===== src/rtl/tmr_pkg.sv =====
package tmr_pkg;
    localparam int BYTE_W      = 8;
    localparam int BIT_CTL_SEL = 0;
    localparam int BIT_RELOAD  = 1;
    localparam int BIT_TC_NEXT = 2;
    localparam int BIT_CNT_RD  = 6;
    localparam int VEC_LOW_W   = 3;

    typedef struct packed {
        logic [BYTE_W-1:0] ctl;
        logic [BYTE_W-1:0] tc;
        logic [BYTE_W-1:0] cnt;
    } chan_regs_t;
endpackage


===== src/rtl/tmr_addr_dec.sv =====
module tmr_addr_dec #(
    parameter int          ADDR_W    = 8,
    parameter int          NUM_CH    = 4,
    parameter logic [7:0]  BASE_ADDR = 8'h80,
    localparam int         CH_W      = $clog2(NUM_CH)
) (
    input  logic [ADDR_W-1:0] addr,
    output logic              hit,
    output logic [CH_W-1:0]   ch
);
    always_comb begin
        hit = (addr[ADDR_W-1:CH_W] == BASE_ADDR[ADDR_W-1:CH_W]);
        ch  = addr[CH_W-1:0];
    end
endmodule


===== src/rtl/tmr_chan.sv =====
module tmr_chan
    import tmr_pkg::*;
(
    input  logic              clk,
    input  logic              rst_n,
    input  logic              sel_wr,
    input  logic [BYTE_W-1:0] wdata,
    output chan_regs_t        regs_o
);
    chan_regs_t regs_d, regs_q;

    always_comb begin
        regs_d = regs_q;
        if (sel_wr) begin
            if (regs_q.ctl[BIT_TC_NEXT]) begin
                regs_d.tc               = wdata;
                regs_d.cnt              = wdata;
                regs_d.ctl[BIT_TC_NEXT] = 1'b0;
                regs_d.ctl[BIT_RELOAD]  = 1'b0;
            end else if (wdata[BIT_CTL_SEL]) begin
                regs_d.ctl = wdata;
            end
        end
    end

    always_ff @(posedge clk) begin
        if (!rst_n) regs_q <= '0;
        else        regs_q <= regs_d;
    end

    assign regs_o = regs_q;
endmodule


===== src/rtl/tmr_baud_div.sv =====
module tmr_baud_div #(
    parameter  int TC_W  = 8,
    localparam int DIV_W = TC_W + 1
) (
    input  logic [TC_W-1:0]  tc,
    output logic [DIV_W-1:0] div
);
    always_comb begin
        if (tc == '0) div = DIV_W'(1) << TC_W;
        else          div = {1'b0, tc};
    end
endmodule


===== src/rtl/tmr_port_bank.sv =====
module tmr_port_bank
    import tmr_pkg::*;
#(
    parameter int         ADDR_W    = 8,
    parameter int         NUM_CH    = 4,
    parameter int         NUM_BAUD  = 2,
    parameter logic [7:0] BASE_ADDR = 8'h80,
    localparam int        CH_W      = $clog2(NUM_CH),
    localparam int        DIV_W     = BYTE_W + 1
) (
    input  logic              clk,
    input  logic              rst_n,
    input  logic [ADDR_W-1:0] io_addr,
    input  logic              wr_en,
    input  logic [BYTE_W-1:0] wr_data,
    input  logic              rd_en,
    output logic [BYTE_W-1:0] rd_data,
    output logic [DIV_W-1:0]  baud_div0,
    output logic [DIV_W-1:0]  baud_div1,
    output logic [BYTE_W-1:0] vec_base
);
    logic                           hit;
    logic [CH_W-1:0]                ch;
    chan_regs_t [NUM_CH-1:0]        regs;
    logic [NUM_CH-1:0][BYTE_W-1:0]  ctl_all;
    logic [NUM_CH-1:0][BYTE_W-1:0]  tc_all;
    logic [NUM_BAUD-1:0][DIV_W-1:0] div_all;
    logic [BYTE_W-1:0]              vec_d, vec_q;
    logic                           unused_ok;

    tmr_addr_dec #(.ADDR_W(ADDR_W), .NUM_CH(NUM_CH), .BASE_ADDR(BASE_ADDR)) u_dec (
        .addr (io_addr),
        .hit  (hit),
        .ch   (ch)
    );

    for (genvar i = 0; i < NUM_CH; i++) begin : g_chan
        tmr_chan u_chan (
            .clk    (clk),
            .rst_n  (rst_n),
            .sel_wr (wr_en && hit && (ch == CH_W'(i))),
            .wdata  (wr_data),
            .regs_o (regs[i])
        );
        assign ctl_all[i] = regs[i].ctl;
        assign tc_all[i]  = regs[i].tc;
    end

    for (genvar b = 0; b < NUM_BAUD; b++) begin : g_baud
        tmr_baud_div #(.TC_W(BYTE_W)) u_div (
            .tc  (tc_all[b]),
            .div (div_all[b])
        );
    end

    assign baud_div0 = div_all[0];
    assign baud_div1 = div_all[1];

    always_comb begin
        vec_d = vec_q;
        if (wr_en && hit && (ch == '0) && !ctl_all[0][BIT_TC_NEXT]
            && !wr_data[BIT_CTL_SEL])
            vec_d = {wr_data[BYTE_W-1:VEC_LOW_W], {VEC_LOW_W{1'b0}}};
    end

    always_ff @(posedge clk) begin
        if (!rst_n) vec_q <= '0;
        else        vec_q <= vec_d;
    end

    assign vec_base = vec_q;

    always_comb begin
        rd_data = '0;
        if (rd_en && hit && regs[ch].ctl[BIT_CNT_RD])
            rd_data = regs[ch].cnt;
    end

    assign unused_ok = ^{ctl_all, tc_all};
endmodule


===== config.mk =====
export PLATFORM = sky130hd
export DESIGN_NAME = tmr_port_bank
export DESIGN_NICKNAME = d
export VERILOG_FILES = /design/src/rtl/tmr_pkg.sv /design/src/rtl/tmr_addr_dec.sv /design/src/rtl/tmr_chan.sv /design/src/rtl/tmr_baud_div.sv /design/src/rtl/tmr_port_bank.sv
export SDC_FILE = /design/constraint.sdc
export NUM_CORES = 1
export LEC_CHECK = 0
export BUFFER_PORTS_ARGS = -buffer_cell sky130_fd_sc_hd__buf_2
export CAP_MARGIN = 5
export CORE_MARGIN = 5
export CORE_UTILIZATION = 40
export DETAILED_ROUTE_END_ITERATION = 10
export PLACE_DENSITY_LB_ADDON = 0.2
export RECOVER_POWER = 50
export SYNTH_ARGS = -nofsm -noshare
export SYNTH_HDL_FRONTEND = slang
export SYNTH_SLANG_ARGS = --single-unit

===== constraint.sdc =====
create_clock -name clk -period 2.1 [get_ports clk]
set_input_delay 0.21 -clock clk [delete_from_list [all_inputs] [get_ports clk]]
set_output_delay 0.21 -clock clk [all_outputs]
set_load 0.005 [all_outputs]

Word level (Yosys, flattened, before mapping)
Index checks and enable logic that the tools add are counted.
{"block": "word_totals", "regBits": 69, "latchBits": 0, "ram_bits": 0, "romBits": 0, "input_bits": 20, "out_inout_bits": 34, "word_cells": 69, "n_memories": 0}
{"block": "op_classes", "n_addsub": 0, "mul": 0, "div_mod_pow": 0, "magnitude_cmp": 1, "eq_ne": 4, "shift": 0, "muxes": 13, "bitwise_logic": 4, "reduce_logical": 30}
{"operator": "$bmux W24 S2", "count": 1}
{"operator": "$mux W23", "count": 1}
{"operator": "$mux W9", "count": 2}
{"operator": "$logic_not A8 Y1", "count": 2}
{"operator": "$reduce_and A2 Y1", "count": 8}
{"operator": "$mux W3", "count": 4}
{"operator": "$reduce_and A3 Y1", "count": 4}
{"operator": "$logic_and A1 B1 Y1", "count": 9}
{"operator": "$mux W2", "count": 4}
{"operator": "$mux W8", "count": 1}
{"operator": "$reduce_bool A2 Y1", "count": 4}
{"operator": "$eq A6 B6 Y1 const B", "count": 1}
{"operator": "$eq A2 B2 Y1 const B", "count": 2}
{"operator": "$not A1 Y1", "count": 4}
{"operator": "$lt A2 B3 Y1 const B", "count": 1}
{"operator": "$eq A2 B1 Y1 const B", "count": 1}
{"operator": "$logic_not A1 Y1", "count": 2}
{"operator": "$logic_not A2 Y1", "count": 1}

Longest topological paths before layout
Gate-level depths: netlist of run 1.
{"block": "logic_depth", "depth_word": 5, "mapped_depth": 5, "mapped_depth_nobuf": 3}

By module
Synthesis of run 1 repeated with hierarchy kept, for this count alone.
{"block": "unflattened", "cells_unflattened": 392, "hier_area_um2": 3706.1}
{"mod": "tmr_chan", "n_inst": 4, "cells_each": 78, "area_each_um2": 743.2, "seq_area_each_um2": 320.3}
{"mod": "tmr_port_bank", "n_inst": 1, "cells_each": 54, "area_each_um2": 588.1, "seq_area_each_um2": 100.1}
{"mod": "tmr_baud_div", "n_inst": 2, "cells_each": 11, "area_each_um2": 55.1, "seq_area_each_um2": 0.0}
{"mod": "tmr_addr_dec", "n_inst": 1, "cells_each": 4, "area_each_um2": 35.0, "seq_area_each_um2": 0.0}

Worst setup path after synthesis of run 1
OpenSTA, ideal clock, no wires.
{"block": "synth_path", "path_type": "input to register", "start": "in io_addr[3]", "end": "reg g_chan[3].u_chan.regs_q[6]", "setup_ps": 73, "arrival_ps": 1473, "t_required_ps": 2027, "slack_ps": 554, "stages": 4, "n_path_buf": 1, "path_cell_list": "or4_4 > buf_6 > nor3_4 > mux2i_1"}
{"block": "synth_via", "elab_chain_len": 4}
{"element": "start, declared", "line": "tmr_port_bank.sv:13", "source": "input logic [ADDR_W-1:0] io_addr,"}
{"element": "$eq A6 B6 Y1", "line": "tmr_addr_dec.sv:12", "source": "hit = (addr[ADDR_W-1:CH_W] == BASE_ADDR[ADDR_W-1:CH_W]);"}
{"element": "$logic_and A1 B1 Y1 (2 in a row)", "line": "tmr_port_bank.sv:41", "source": ".sel_wr (wr_en && hit && (ch == CH_W'(i))),"}
{"element": "$reduce_and A2 Y1 (no source line)"}
{"element": "end signal, assigned", "line": "tmr_chan.sv:28", "source": "else regs_q <= regs_d;"}
{"element": "end, declared", "line": "tmr_chan.sv:10", "source": "chan_regs_t regs_d, regs_q;"}
No other way between the ends.
A chain may end at the register's enable or synchronous reset.

Worst setup path in the final report of run 1
{"block": "layout_path", "start": "in io_addr[0]", "end": "out rd_data[2]"}
{"block": "layout_via", "elab_chain_len": 4}
{"element": "$bmux W24 S2 *", "line": "tmr_port_bank.sv:75, tmr_port_bank.sv:76"}
{"element": "$mux W23 (not written as such) *", "line": "tmr_port_bank.sv:76", "source": "rd_data = regs[ch].cnt;"}
{"element": "$logic_and A1 B1 Y1", "line": "tmr_port_bank.sv:75", "source": "if (rd_en && hit && regs[ch].ctl[BIT_CNT_RD])"}
{"element": "$mux W8 *", "line": "tmr_port_bank.sv:75"}
{"element": "end, declared", "line": "tmr_port_bank.sv:17", "source": "output logic [BYTE_W-1:0] rd_data,"}
Every way passes the cells marked *; elsewhere a longest branch is shown, timed or not. The select of a mux whose other input is x is not followed.

==> results.yml, run 1 <==
outcome:
  status: "completed"
global_routing:
  grt_pass1_wl_mm: 9.23
  grt_max_degree: 47
  use_met3: 0.0412
  use_met1: 0.223
  grt_pass1_vias: 1758
  grt_busiest_layer: "met2"
  use_met2: 0.253
  grt_usage: 0.161
  grt.overflow.total: 0
  antenna_found_initial: 0
pwr:
  p_per_area_nw_per_um2: 568
  power_switching_mw: 0.343
  p_seq_frac: 0.588
  clkPwrFrac: 0.343
  ir_drop_uv: 339
  power_leakage_nw: 1.11
  comb_power_share: 0.069
  p_sw_frac: 0.237
  p_int_mw: 1.11
finish:
  drive_above_1_share: 0.236
  fin_nets: 280
  antenna_cells: 0
  fin_cells: 331
  area_growth_pct: 14.9
  stdcell_area_um2: 2550
detailed_routing:
  ant_nets: 0
  via_count: 1744
  wl_per_cell_um: 16.7
  via_per_inst: 5.27
  dr.pass1.iters: 4
  drc_errors: 0
  wl_mm: 5.53
  drtIter0Drc: 133
clock_network:
  cts_tree: "built"
  cts_max_path_buffers: 2
  cts_setup_buffers: 0
  path_clk_slew_ps: 80
  root_buffer: "clkbuf_8"
  cts.htree.levels: 2
  cts_resized: 0
  cts_inserted_buffers: 5
  clkLatencyLatePin_ps: 290
  cts.sinks: 45
  cts-hold-fix-buffers: 0
worst_setup_path:
  cp-start-kind: "primary input"
  slowest_stage: "mux4_2"
  end_kind: "output port"
  r2r-end: "g_chan[0].u_chan.regs_o[10]"
  cpPeakStageDelay_ps: 550
  critPathKind: "in -> out"
  required_ps: 1890
  crit_family: "buffers and inverters"
  crit_chain: "buf_2 -> mux4_2 -> nand4_1 -> buf_4 -> nor2b_1 -> buf_2"
  cp.buffers_inverters: 3
  ff2ff_path_depth: 3
  r2r-start: "g_chan[0].u_chan.regs_o[18]"
  crit_path_max_fanout: 15
  crit_path_frequent_cell: "buf_2"
  reg2reg_slack_ps: 580
  critical_path_arrival_ps: 1570
logic_synthesis:
  postSynthAreaPerCell_um2: 9.86
  synthSimpleGateAreaFrac: 0.222
  synth_cell_types: 31
  synth_top_area_frac: 0.406
  synthXorXnorAreaFrac: 0
  synth-compound-area-share: 0.0316
  synthArstFlopShare: 0
  yosys.area.top_type: "dfxtp_1"
  syn_area_um2: 2220
  muxShareOfSynthArea: 0.276
  synth_top_family_by_area: "multiplexers"
  synthFlopType: "dfxtp_1"
  synthAdderAreaFrac: 0
  netlist_top_cells_count: "53 x nand2_1, 45 x dfxtp_1, 41 x mux2i_1, 23 x clkbuf_1, 11 x nor2b_1"
  synth_most_common_cell: "nand2_1"
  synth_edf_count: 0
  ys_warn_count: 0
  synth_seq_area_share: 0.406
  ys_ff_latch: 45
  yosys-top-cells-area: "dfxtp_1 41%, mux2i_1 18%, mux4_2 9.1%, nand2_1 9.0%, clkbuf_1 3.9%"
  synth_cells: 225
timing:
  rsz0062_at_grt: "no"
  relSlewSlack: 0.529
  report.final.slew_viol_count: 0
  fin_skew_ps: 2.83
  hold_viol_final: 0
  min_period_ps: 1780
  max_freq_ghz: 0.563
  period_share: 0.846
  setup_tns_ps: 0
  setup_slack_ps: 323
  worst-slew-pin-transition_ps: 705
  setup_viol: 0
place:
  place_hpwl_mm: 3.96
  dpl_cell_area_um2: 2500
  dp.cells: 325
  dpl_worst_slack_ps: 315
  portBuffers: 50
  gp_congestion: 0.787
floorplanning:
  die_area_um2: 7140
  die_x_um: 84.5
  start_util: 0.408
  core_um2: 5440
  rows: 27
  die_h_um: 84.5
  io_pins: 54
min_path:
  min_delay_path_depth: 3
  hp-class: "in -> reg"
  min_from: "wr_data[1]"
  hold_path_end: "g_chan[2].u_chan.regs_o[9]"
run:
  maxCapViolCount: 0
[tightest hold or removal path, cell delays in order]
cell     delay (ps)
buf_2            80
nand2_1         100
mux2i_1         130
[cell type report]
type	count	area (µm²)
Clock inverter	1	5.00
Clock buffer	5	68.8
Timing Repair Buffer	56	300
Multi-Input combinational cell	151	1180
Fill cell	538	2890
Inverter	1	3.75
Sequential cell	45	901
Tap cell	72	90.1
[metal layers]
metal | routed length, µm | vias up | part of all wire
li1 | - | 850 | -
met1 | 2770 | 839 | 0.50
met2 | 2430 | 49 | 0.44
met3 | 265 | 6 | 0.048
met4 | 61 | 0 | 0.011
met5 | 0 | - | 0
[how the worst max path moves through the flow]
stage | from | end | slack [ps] | depth (start not counted)
floorplan | io_addr[3] | g_chan[3].u_chan.regs_o[6] | 550 | 4
global placement | io_addr[0] | rd_data[0] | 330 | 6
detailed placement | io_addr[0] | rd_data[5] | 320 | 6
finish | io_addr[0] | rd_data[2] | 320 | 6
CTS | io_addr[0] | rd_data[7] | 300 | 6
global route | io_addr[0] | rd_data[7] | 230 | 6
[per-stage QoR]
stage / total power, mW / utilization / hold WS [ps]
6_report: 1.45 / 0.469 / 262
5_1_grt: 1.52 / 0.469 / 272
4_1_cts: 1.47 / 0.473 / 253
3_5_place_dp: 0.974 / 0.460 / 447
3_3_place_gp: 0.973 / 0.460 / 440
2_1_floorplan: 0.934 / - / 394
[state kept, by name, summed over array words and instances, names as in the netlist]
register and cells:
g_chan.u_chan.regs_o 40, vec_base 5
[cells by family after synthesis]
logic type,after synthesis
simple gates,90
compound gates,8
buf+inv,31
mux,50
flops,45
other cells,1
[power by group through the flow]
stage                     Clock, mW  Combinational (mW)  Sequential (mW)
after floorplan                   0              0.0613            0.873
after global placement            0               0.100            0.873
after detailed placement          0               0.101            0.873
after CTS                     0.513               0.101            0.852
after global routing          0.560               0.110            0.853
final                         0.497              0.0995            0.852
[placed cells by master, fill, tap and decap left out, types with 2 or more instances in the layout]
cell	synthesis	final
nand2_1	53	53
dfxtp_1	45	45
mux2i_1	41	41
buf_2	3	37
clkbuf_1	23	13
nor2b_1	11	11
mux4_2	9	9
clkbuf_8	0	5
or4_1	4	4
nand4_1	3	4
o311ai_0	2	4
o41ai_1	4	4
nor2_1	3	3
conb_1	1	3
buf_4	3	3
nand4b_1	2	2
buf_12	0	2
(Power assumes the default switching activity.)
==> run 2, diff against run 1 <==
--- a/config.mk
+++ b/config.mk
@@ -5,6 +5,7 @@
 export SDC_FILE = /design/constraint.sdc
 export NUM_CORES = 1
 export LEC_CHECK = 0
+export ABC_AREA = 1
 export BUFFER_PORTS_ARGS = -buffer_cell sky130_fd_sc_hd__buf_2
 export CAP_MARGIN = 5
 export CORE_MARGIN = 5
==> constraint.sdc (replaced) <==
create_clock -name clk -period 1.7 [get_ports clk]
set_input_delay 0.17 -clock clk [delete_from_list [all_inputs] [get_ports clk]]
set_output_delay 0.17 -clock clk [all_outputs]
set_load 0.005 [all_outputs]
==> run 2 against run 1 <==
Worst setup slack worse by 100 ps. Critical endpoint unchanged. Total power is 49% higher. Final cell count up 41%. Largest power group unchanged. Critical path depth is 1 lower. Sequential share of layout area decreased by 1.3 points. Critical path type is now reg -> out. Synthesized cell count grew 59%. Count of clock-buffer cells in the layout is the same. Combinational power increased by 17%.
==> results.yml, run 2 <==
worst_setup_path:
  r2r-end: "g_chan[3].u_chan.regs_o[0]"
  slowest_stage: "dfxtp_1"
  cp.buffers_inverters: 1
  critPathKind: "reg -> out"
  crit_chain: "a22oi_1 -> nand2_1 -> nand3b_4 -> nor2_1 -> buf_2"
  cpPeakStageDelay_ps: 360
  end_kind: "output port"
  r2r-start: "g_chan[3].u_chan.regs_o[18]"
  reg2reg_slack_ps: 420
  ff2ff_path_depth: 3
  crit_path_max_fanout: 8
  cp-start-kind: "register"
  critical_path_arrival_ps: 1310
  crit_family: "simple AND/OR/NAND/NOR gates"
  required_ps: 1530
floorplanning:
  die_h_um: 86.9
  start_util: 0.406
  die_x_um: 86.9
  die_area_um2: 7550
  io_pins: 54
  rows: 28
  core_um2: 5820
pwr:
  p_per_area_nw_per_um2: 814
  comb_power_share: 0.054
  ir_drop_uv: 564
  p_sw_frac: 0.221
  power_switching_mw: 0.475
  power_leakage_nw: 1.39
  p_int_mw: 1.68
  clkPwrFrac: 0.457
  p_seq_frac: 0.489
clock_network:
  root_buffer: "clkbuf_8"
  cts_setup_buffers: 0
  cts_max_path_buffers: 2
  cts-hold-fix-buffers: 0
  cts_resized: 0
  cts.htree.levels: 2
  path_clk_slew_ps: 90
  cts_inserted_buffers: 5
  cts.sinks: 45
  clkLatencyLatePin_ps: 310
  cts_tree: "built"
timing:
  fin_skew_ps: 9.50
  hold_viol_final: 0
  rsz0062_at_grt: "no"
  worst-slew-pin-transition_ps: 620
  setup_viol: 0
  hold_ws_ps: 162
  max_freq_ghz: 0.677
  relSlewSlack: 0.585
  setup_tns_ps: 0
  report.final.slew_viol_count: 0
  min_period_ps: 1480
  period_share: 0.869
logic_synthesis:
  ys_warn_count: 0
  yosys-top-cells-area: "dfxtp_1 38%, nor2_1 15%, nand2_1 13%, inv_1 7.3%, o22ai_1 4.2%"
  synthXorXnorAreaFrac: 0
  synth_top_family_by_area: "simple AND/OR/NAND/NOR gates"
  synthSimpleGateAreaFrac: 0.394
  synth-compound-area-share: 0.0741
  synth_seq_area_share: 0.381
  ys_ff_latch: 45
  muxShareOfSynthArea: 0
  synth_cell_types: 27
  syn_area_um2: 2360
  synth_edf_count: 0
  synth_cells: 358
  netlist_top_cells_count: "92 x nor2_1, 80 x nand2_1, 46 x inv_1, 45 x dfxtp_1, 19 x clkbuf_1"
  synthFlopType: "dfxtp_1"
  synth_most_common_cell: "nor2_1"
  postSynthAreaPerCell_um2: 6.60
  yosys.area.top_type: "dfxtp_1"
  synth_top_area_frac: 0.381
  synthAdderAreaFrac: 0
  synthArstFlopShare: 0
finish:
  antenna_cells: 0
  fin_util: 0.455
  fin_nets: 412
  most-common-layout-cells: "92 x nor2_1, 80 x nand2_1, 46 x inv_1"
  stdcell_area_um2: 2650
  drive_above_1_share: 0.170
  nFillCells: 650
  final_common_cell: "nor2_1"
  fin_cells: 468
  area_growth_pct: 11.9
  largest_reg_flops: 40
global_routing:
  grt_pass1_wl_mm: 9.41
  grt_pass1_vias: 1864
  grt.overflow.total: 0
  grt_usage: 0.160
  antenna_found_initial: 0
  grt_max_degree: 25
place:
  dp.cells: 460
  dpl_cell_area_um2: 2580
  gp_congestion: 0.853
  place_hpwl_mm: 4.32
  portBuffers: 50
detailed_routing:
  drtIter0Drc: 157
  wl_per_cell_um: 12.3
  via_count: 2161
  ant_nets: 0
  dr.pass1.iters: 4
  via_per_inst: 4.62
  drc_errors: 0
  wl_mm: 5.76
min_path:
  min_from: "wr_data[1]"
  min_delay_path_depth: 3
  hp-class: "in -> reg"
  hold_path_end: "g_chan[2].u_chan.regs_o[9]"
run:
  maxCapViolCount: 0
outcome:
  status: "completed"
[run 2: cell families (layout without fill, tap and decap cells)]
| kind of cell | after synthesis | in the layout |
|---|---|---|
| other | 1 | 3 |
| buffers and inverters | 79 | 112 |
| flip-flops | 45 | 45 |
| AO/OA/AOI/OAI | 29 | 29 |
| AND/OR/NAND/NOR | 204 | 204 |
[run 2: stage by stage]
step,total power [mW],setup WS (ps)
floorplan,1.15,538
global placement,1.20,286
detailed placement,1.20,255
CTS,2.18,214
global route,2.24,136
finish,2.15,223
[run 2: layout make-up]
type / count / area (µm²) / share of cell area
multi-input cells: 236 / 1050 / 0.398
flip-flops and latches: 45 / 901 / 0.341
repair buffers: 55 / 275 / 0.104
inverters: 49 / 184 / 0.0695
well taps: 75 / 93.8 / 0.0355
clock buffers: 5 / 68.8 / 0.0260
clock inverters: 3 / 68.8 / 0.0260
[run 2: power by group through the flow]
stage          Clock [mW]  Combinational [mW]  Sequential [mW]
2_1_floorplan           0              0.0673             1.08
3_3_place_gp            0               0.118             1.08
3_5_place_dp            0               0.120             1.08
4_1_cts              1.01               0.121             1.05
5_1_grt              1.06               0.128             1.05
6_report            0.983               0.116             1.05
[run 2: worst max path at each step]
stage / from / endpoint / cells past startpoint
6_report: g_chan[0].u_chan.regs_o[22] / rd_data[2] / 5
5_1_grt: g_chan[0].u_chan.regs_o[8] / rd_data[0] / 5
4_1_cts: g_chan[0].u_chan.regs_o[22] / rd_data[2] / 5
3_5_place_dp: io_addr[1] / rd_data[2] / 9
3_3_place_gp: io_addr[1] / rd_data[2] / 9
2_1_floorplan: io_addr[5] / g_chan[1].u_chan.regs_o[8] / 7
[run 2: worst register-to-register path, cell delays in order (launching register included)]
cell	delay, ps
dfxtp_1	370
nand3_1	460
nand2_1	240
a21boi_0	100
[run 2: metal layers]
metal	GRT usage	vias to the layer above	routed length [µm]
met2	0.237	47	2520
met4	0.0510	0	77
li1	-	1151	-
met3	0.0397	6	353
met1	0.229	957	2810
met5	0	-	0
